--- config.mk ---
export PLATFORM = sky130hd
export DESIGN_NAME = seq5_counter
export DESIGN_NICKNAME = d
export VERILOG_FILES = /design/src/rtl/seq5_pkg.sv /design/src/rtl/seq5_next_table.sv /design/src/rtl/seq5_next_jk.sv /design/src/rtl/seq5_counter.sv
export SDC_FILE = /design/constraint.sdc
export NUM_CORES = 1
export LEC_CHECK = 0
export BUFFER_PORTS_ARGS = -buffer_cell sky130_fd_sc_hd__buf_2
export CAP_MARGIN = 10
export CORE_AREA = 5 5 42 44
export DETAILED_ROUTE_END_ITERATION = 8
export DIE_AREA = 0 0 47 49
export PLACE_DENSITY = 0.36
export SYNTH_ARGS = -nofsm -noshare
export SYNTH_HDL_FRONTEND = slang
export SYNTH_SLANG_ARGS = --single-unit
--- constraint.sdc ---
create_clock -name clk -period 1.1 [get_ports clk]
set_input_delay 0.11 -clock clk [delete_from_list [all_inputs] [get_ports clk]]
set_output_delay 0.11 -clock clk [all_outputs]
set_load 0.1 [all_outputs]
--- src/rtl/seq5_pkg.sv ---
// Package: seq5_pkg
// Shared width and state codes of the five-state counter.
// Assumes: the loop order below is the behaviour, so the codes are fixed.
package seq5_pkg;

    localparam int STATE_W = 3;

    typedef logic [STATE_W-1:0] seq5_code_t;

    // Loop members in visiting order.
    localparam seq5_code_t CODE_HOME  = 3'b000;
    localparam seq5_code_t CODE_SECND = 3'b100;
    localparam seq5_code_t CODE_THIRD = 3'b011;
    localparam seq5_code_t CODE_FOURT = 3'b001;
    localparam seq5_code_t CODE_FIFTH = 3'b010;

    // True for the three codes that lie outside the loop.
    function automatic logic is_unused(input seq5_code_t c);
        return (c == 3'b101) || (c == 3'b110) || (c == 3'b111);
    endfunction

endpackage

--- src/rtl/seq5_next_table.sv ---
// Module: seq5_next_table
// Direct next-state function of the five-state loop, written as a table.
// Assumes: any code outside the loop returns to CODE_HOME.
module seq5_next_table
    import seq5_pkg::*;
(
    input  seq5_code_t cur,
    output seq5_code_t nxt
);

    // Map each present code straight onto its successor.
    always_comb begin
        unique case (cur)
            CODE_HOME:  nxt = CODE_SECND;
            CODE_SECND: nxt = CODE_THIRD;
            CODE_THIRD: nxt = CODE_FOURT;
            CODE_FOURT: nxt = CODE_FIFTH;
            CODE_FIFTH: nxt = CODE_HOME;
            default:    nxt = CODE_HOME;
        endcase
    end

endmodule

--- src/rtl/seq5_next_jk.sv ---
// Module: seq5_next_jk
// Next-state function of the five-state loop expressed as J-K excitation.
// The J and K terms were reduced with the unused codes steered to 000;
// each bit then applies the J-K flop rule Q+ = J.~Q | ~K.Q.
// Assumes: bit 2 is the most significant state bit.
module seq5_next_jk
    import seq5_pkg::*;
(
    input  seq5_code_t cur,
    output seq5_code_t nxt
);

    seq5_code_t j_term;
    seq5_code_t k_term;

    // Excitation terms for each flop, derived from the loop and recovery map.
    always_comb begin
        j_term[2] = ~cur[1] & ~cur[0];
        k_term[2] = 1'b1;
        j_term[1] = cur[2] ^ cur[0];
        k_term[1] = 1'b1;
        j_term[0] = cur[2] & ~cur[1];
        k_term[0] = cur[2] | ~cur[1];
    end

    // Apply the J-K characteristic equation to every bit.
    for (genvar b = 0; b < STATE_W; b++) begin : g_jk_bit
        assign nxt[b] = (j_term[b] & ~cur[b]) | (~k_term[b] & cur[b]);
    end

endmodule

--- src/rtl/seq5_counter.sv ---
// Module: seq5_counter
// Three-bit synchronous counter looping 000 -> 100 -> 011 -> 001 -> 010.
// Unused codes return to 000 on the next enabled edge. Reset is synchronous,
// active low, and has priority over the enable.
// Parameter USE_JK selects which next-state form drives the register; the
// other form is kept and compared against it.
module seq5_counter
    import seq5_pkg::*;
#(
    parameter bit USE_JK = 1'b1
) (
    input  logic               clk,
    input  logic               rst_n,
    input  logic               en,
    output logic [STATE_W-1:0] count
);

    seq5_code_t state_q;
    seq5_code_t nxt_table;
    seq5_code_t nxt_jk;
    seq5_code_t nxt_sel;

    seq5_next_table u_table (
        .cur (state_q),
        .nxt (nxt_table)
    );

    seq5_next_jk u_jk (
        .cur (state_q),
        .nxt (nxt_jk)
    );

    // Choose the next-state form that feeds the register.
    if (USE_JK) begin : g_sel_jk
        assign nxt_sel = nxt_jk;
    end else begin : g_sel_table
        assign nxt_sel = nxt_table;
    end

    // State register: reset first, then advance when enabled, else hold.
    always_ff @(posedge clk) begin
        if (!rst_n) begin
            state_q <= CODE_HOME;
        end else if (en) begin
            state_q <= nxt_sel;
        end
    end

    assign count = state_q;

    // reset beats an asserted enable.
    assert_reset_clears_R1: assert property (@(posedge clk)
        (!rst_n && en) |=> (count == CODE_HOME));

    // no enable, no movement.
    assert_hold_R2: assert property (@(posedge clk) disable iff (!rst_n)
        (rst_n && !en) |=> $stable(count));

    assert_step_home_R3: assert property (@(posedge clk) disable iff (!rst_n)
        (en && count == CODE_HOME) |=> (count == CODE_SECND));

    assert_step_second_R4: assert property (@(posedge clk) disable iff (!rst_n)
        (en && count == CODE_SECND) |=> (count == CODE_THIRD));

    assert_step_third_R5: assert property (@(posedge clk) disable iff (!rst_n)
        (en && count == CODE_THIRD) |=> (count == CODE_FOURT));

    assert_step_fourth_R6: assert property (@(posedge clk) disable iff (!rst_n)
        (en && count == CODE_FOURT) |=> (count == CODE_FIFTH));

    assert_step_fifth_R7: assert property (@(posedge clk) disable iff (!rst_n)
        (en && count == CODE_FIFTH) |=> (count == CODE_HOME));

    // an off-loop code is cleared by one enabled edge.
    assert_unused_recover_R8: assert property (@(posedge clk) disable iff (!rst_n)
        (en && is_unused(count)) |=> (count == CODE_HOME));

    // both excitation forms agree on the present code.
    assert_forms_agree_R9: assert property (@(posedge clk) disable iff (!rst_n)
        nxt_jk == nxt_table);

endmodule

==> key figures <==
Run status
  – Outcome: finished clean

Detailed routing
  – Vias per cell: 3.59
  – DRT Wirelength: 383 µm
  – DR iter-0 viols: 3
  – Post-route ant nets: 0
  – Number of remaining DRC errors: 0
  – Via count: 147
  – Initial DRT Pass Iterations: 2
  – Wire length per cell: 9.34 µm

CTS
  – Clock-pin slew on the worst setup and hold paths: 40 ps
  – Gates resized, CTS repair: 0
  – Clock root cell: clkbuf_4
  – H-tree levels: 1
  – CTS buffer count: 3
  – CTS Hold Bufs: 0
  – Clk Latency, worst-skew pair: 230 ps
  – Setup Fix Bufs, Post-CTS: 0
  – Buffer levels on the longest clock path: 2
  – CTS tree: done
  – Clock tree sinks: 3

Global routing
  – Met1 Resource Use GR: 3.08%
  – Largest net degree at the start of global routing: 6
  – Vias in the first global route: 163
  – Total GRT Usage: 4.30%
  – GR Layer Usage met3: 5.54%
  – Met2 Use GR: 5.20%
  – First-pass GRT wire length: 634 µm
  – Initial antenna violation count: 0
  – Grt ovf: 0
  – Gr busiest metal: met3

Worst setup path
  – Reg-to-reg slack, setup: 50 ps
  – Slowest CP cell: or3b_1
  – Timing startpoint of the critical path: count[1]$_SDFFE_PN0P_
  – Worst R2R Path Depth: 3
  – Critical path capture point type: register
  – R2R Path End: count[2]$_SDFFE_PN0P_
  – Critical path capture point: count[2]$_SDFFE_PN0P_
  – CP max FO: 5
  – CP Launch Type: register
  – Worst EP required: 1270 ps
  – Worst r2r src: count[1]$_SDFFE_PN0P_
  – CP peak stage delay: 370 ps
  – Crit Path Class: register to register
  – Critical Path AT: 1220 ps
  – Critical path, cell by cell: or3b_1 -> mux2i_1 -> and2_1

Timing
  – Final setup fails: 0
  – Setup ws final: 46.6 ps
  – Layout Skew: 2.09 ps
  – Final min period: 1050 ps
  – FMAX: 949 MHz
  – RSZ-0062 raised after global routing: no
  – Slew Limit Headroom: 88.3%
  – Final period util: 95.8%
  – Worst slew pin tran: 174 ps
  – Pins over their slew limit: 0
  – Final setup TNS: 0 ps
  – Final count of hold timing violations: 0

Floorplan
  – Core area: 1400 µm²
  – Die Y: 49 µm
  – Chip Width: 47 µm
  – Rows: 14
  – Starting Density: 9.91%
  – Boundary pin count: 6
  – Die Area: 2300 µm²

Place
  – Placed Area: 248 µm²
  – DPL Wire Length: 303 µm
  – Port buffer count: 5
  – Post-Place Setup Slack: 55.6 ps
  – GP Congestion: 0.715

Final layout
  – Final Cell Area: 274 µm²
  – Area growth syn-to-layout: 97.3%
  – Final #Nets: 29
  – Max reg flops: 3
  – Fraction of layout cells with a size suffix above 1: 48.0%
  – Antenna cells: 0
  – # fillers: 164
  – Most frequent cells in the layout: 3 x clkbuf_4, 3 x dfxtp_4, 3 x buf_12

Power and ir drop
  – Total power draw: 444 µW
  – Max VDD drop: 0.450 mV
  – Lkg Pwr: 0.000109 µW
  – Pwr/cell area: 1620 nW/µm²

Flow run
  – Max-Cap Viols: 0

Synth
  – Part of the Yosys area used for sequential elements: 43.2%
  – Post-synth net total: 18
  – Synth Register Bits: 3
  – Yosys warns: 0
  – Cell taking the most area after synthesis: dfxtp_1
  – Post-Synthesis Cells: 15
  – Synth top area share: 43.2%
  – Cell Area, Synth: 139 µm²
  – Post-synth cell types: 11
  – Syn Area/Cell: 9.26 µm²
  – Synth area leaders: dfxtp_1 43%, nand3b_1 11%, mux2i_1 7.2%, or3b_1 6.3%, xnor2_1 6.3%

Worst hold path
  – Worst hold path type: input port to register
==> layout make-up <==
cell class / count / area (µm²) / area share, %
timing repair buffer: 6 / 77.6 / 28.3
sequential: 3 / 71.3 / 26.0
clock buffer: 4 / 26.3 / 9.59
tap: 16 / 20.0 / 7.31
multi-input combinational: 11 / 75.1 / 27.4
inverter: 1 / 3.75 / 1.37
==> per-layer routing <==
layer  vias up  routed length [µm]
met5         -                   0
met4         0                   0
met3         0                  59
met2         6                 158
met1        66                 165
li1         75                   -
==> cells in the mapped netlist (all sizes together) <==
cell type and number:
nand2 2, xnor2 1, or3b 1, mux2i 1
o21ai 1, a21boi 1, and2 1, nand3b 2
inv 1, o22ai 1, dfxtp 3
==> through the flow <==
stage / utilization [%] / hold slack, ps / instances
final: 19.6 / 149 / 41
after global routing: 19.6 / 161 / 41
after CTS: 19.6 / 140 / 41
after detailed placement: 17.7 / 388 / 37
after global placement: 17.7 / 386 / 37
after floorplan: - / 237 / 15
==> worst max-delay path: cells and delay by family, from the launching register on <==
| family | cells | cell delay, ps |
|---|---|---|
| multiplexers | 1 | 140 |
| AND/OR/NAND/NOR | 2 | 500 |
| flip-flops | 1 | 350 |
==> power by group <==
group	internal, µW	total [µW]	switching [µW]	leakage, µW
registers	116	127	10.7	0.0000267
clock network	136	190	54.6	0.0000150
logic	49.3	127	77.5	0.0000678
total	301	444	143	0.000109
==> how the worst min path moves through the flow <==
stage / depth (start not counted) / slack [ps] / end / from
final: 2 / 150 / count[2]$_SDFFE_PN0P_ / rst_n
after global routing: 2 / 160 / count[2]$_SDFFE_PN0P_ / rst_n
after CTS: 2 / 140 / count[2]$_SDFFE_PN0P_ / rst_n
after detailed placement: 2 / 390 / count[2]$_SDFFE_PN0P_ / rst_n
after global placement: 2 / 390 / count[2]$_SDFFE_PN0P_ / rst_n
after floorplan: 1 / 240 / count[2]$_SDFFE_PN0P_ / rst_n
==> logic make-up after synthesis <==
kind of cell    after synthesis  share of synthesized area [%]
simple gates                  6                           27.0
xor+xnor                      1                           6.31
mux                           1                           7.21
buf+inv                       1                           2.70
flops                         3                           43.2
compound gates                3                           13.5
Power figures use the tool's default switching activity.
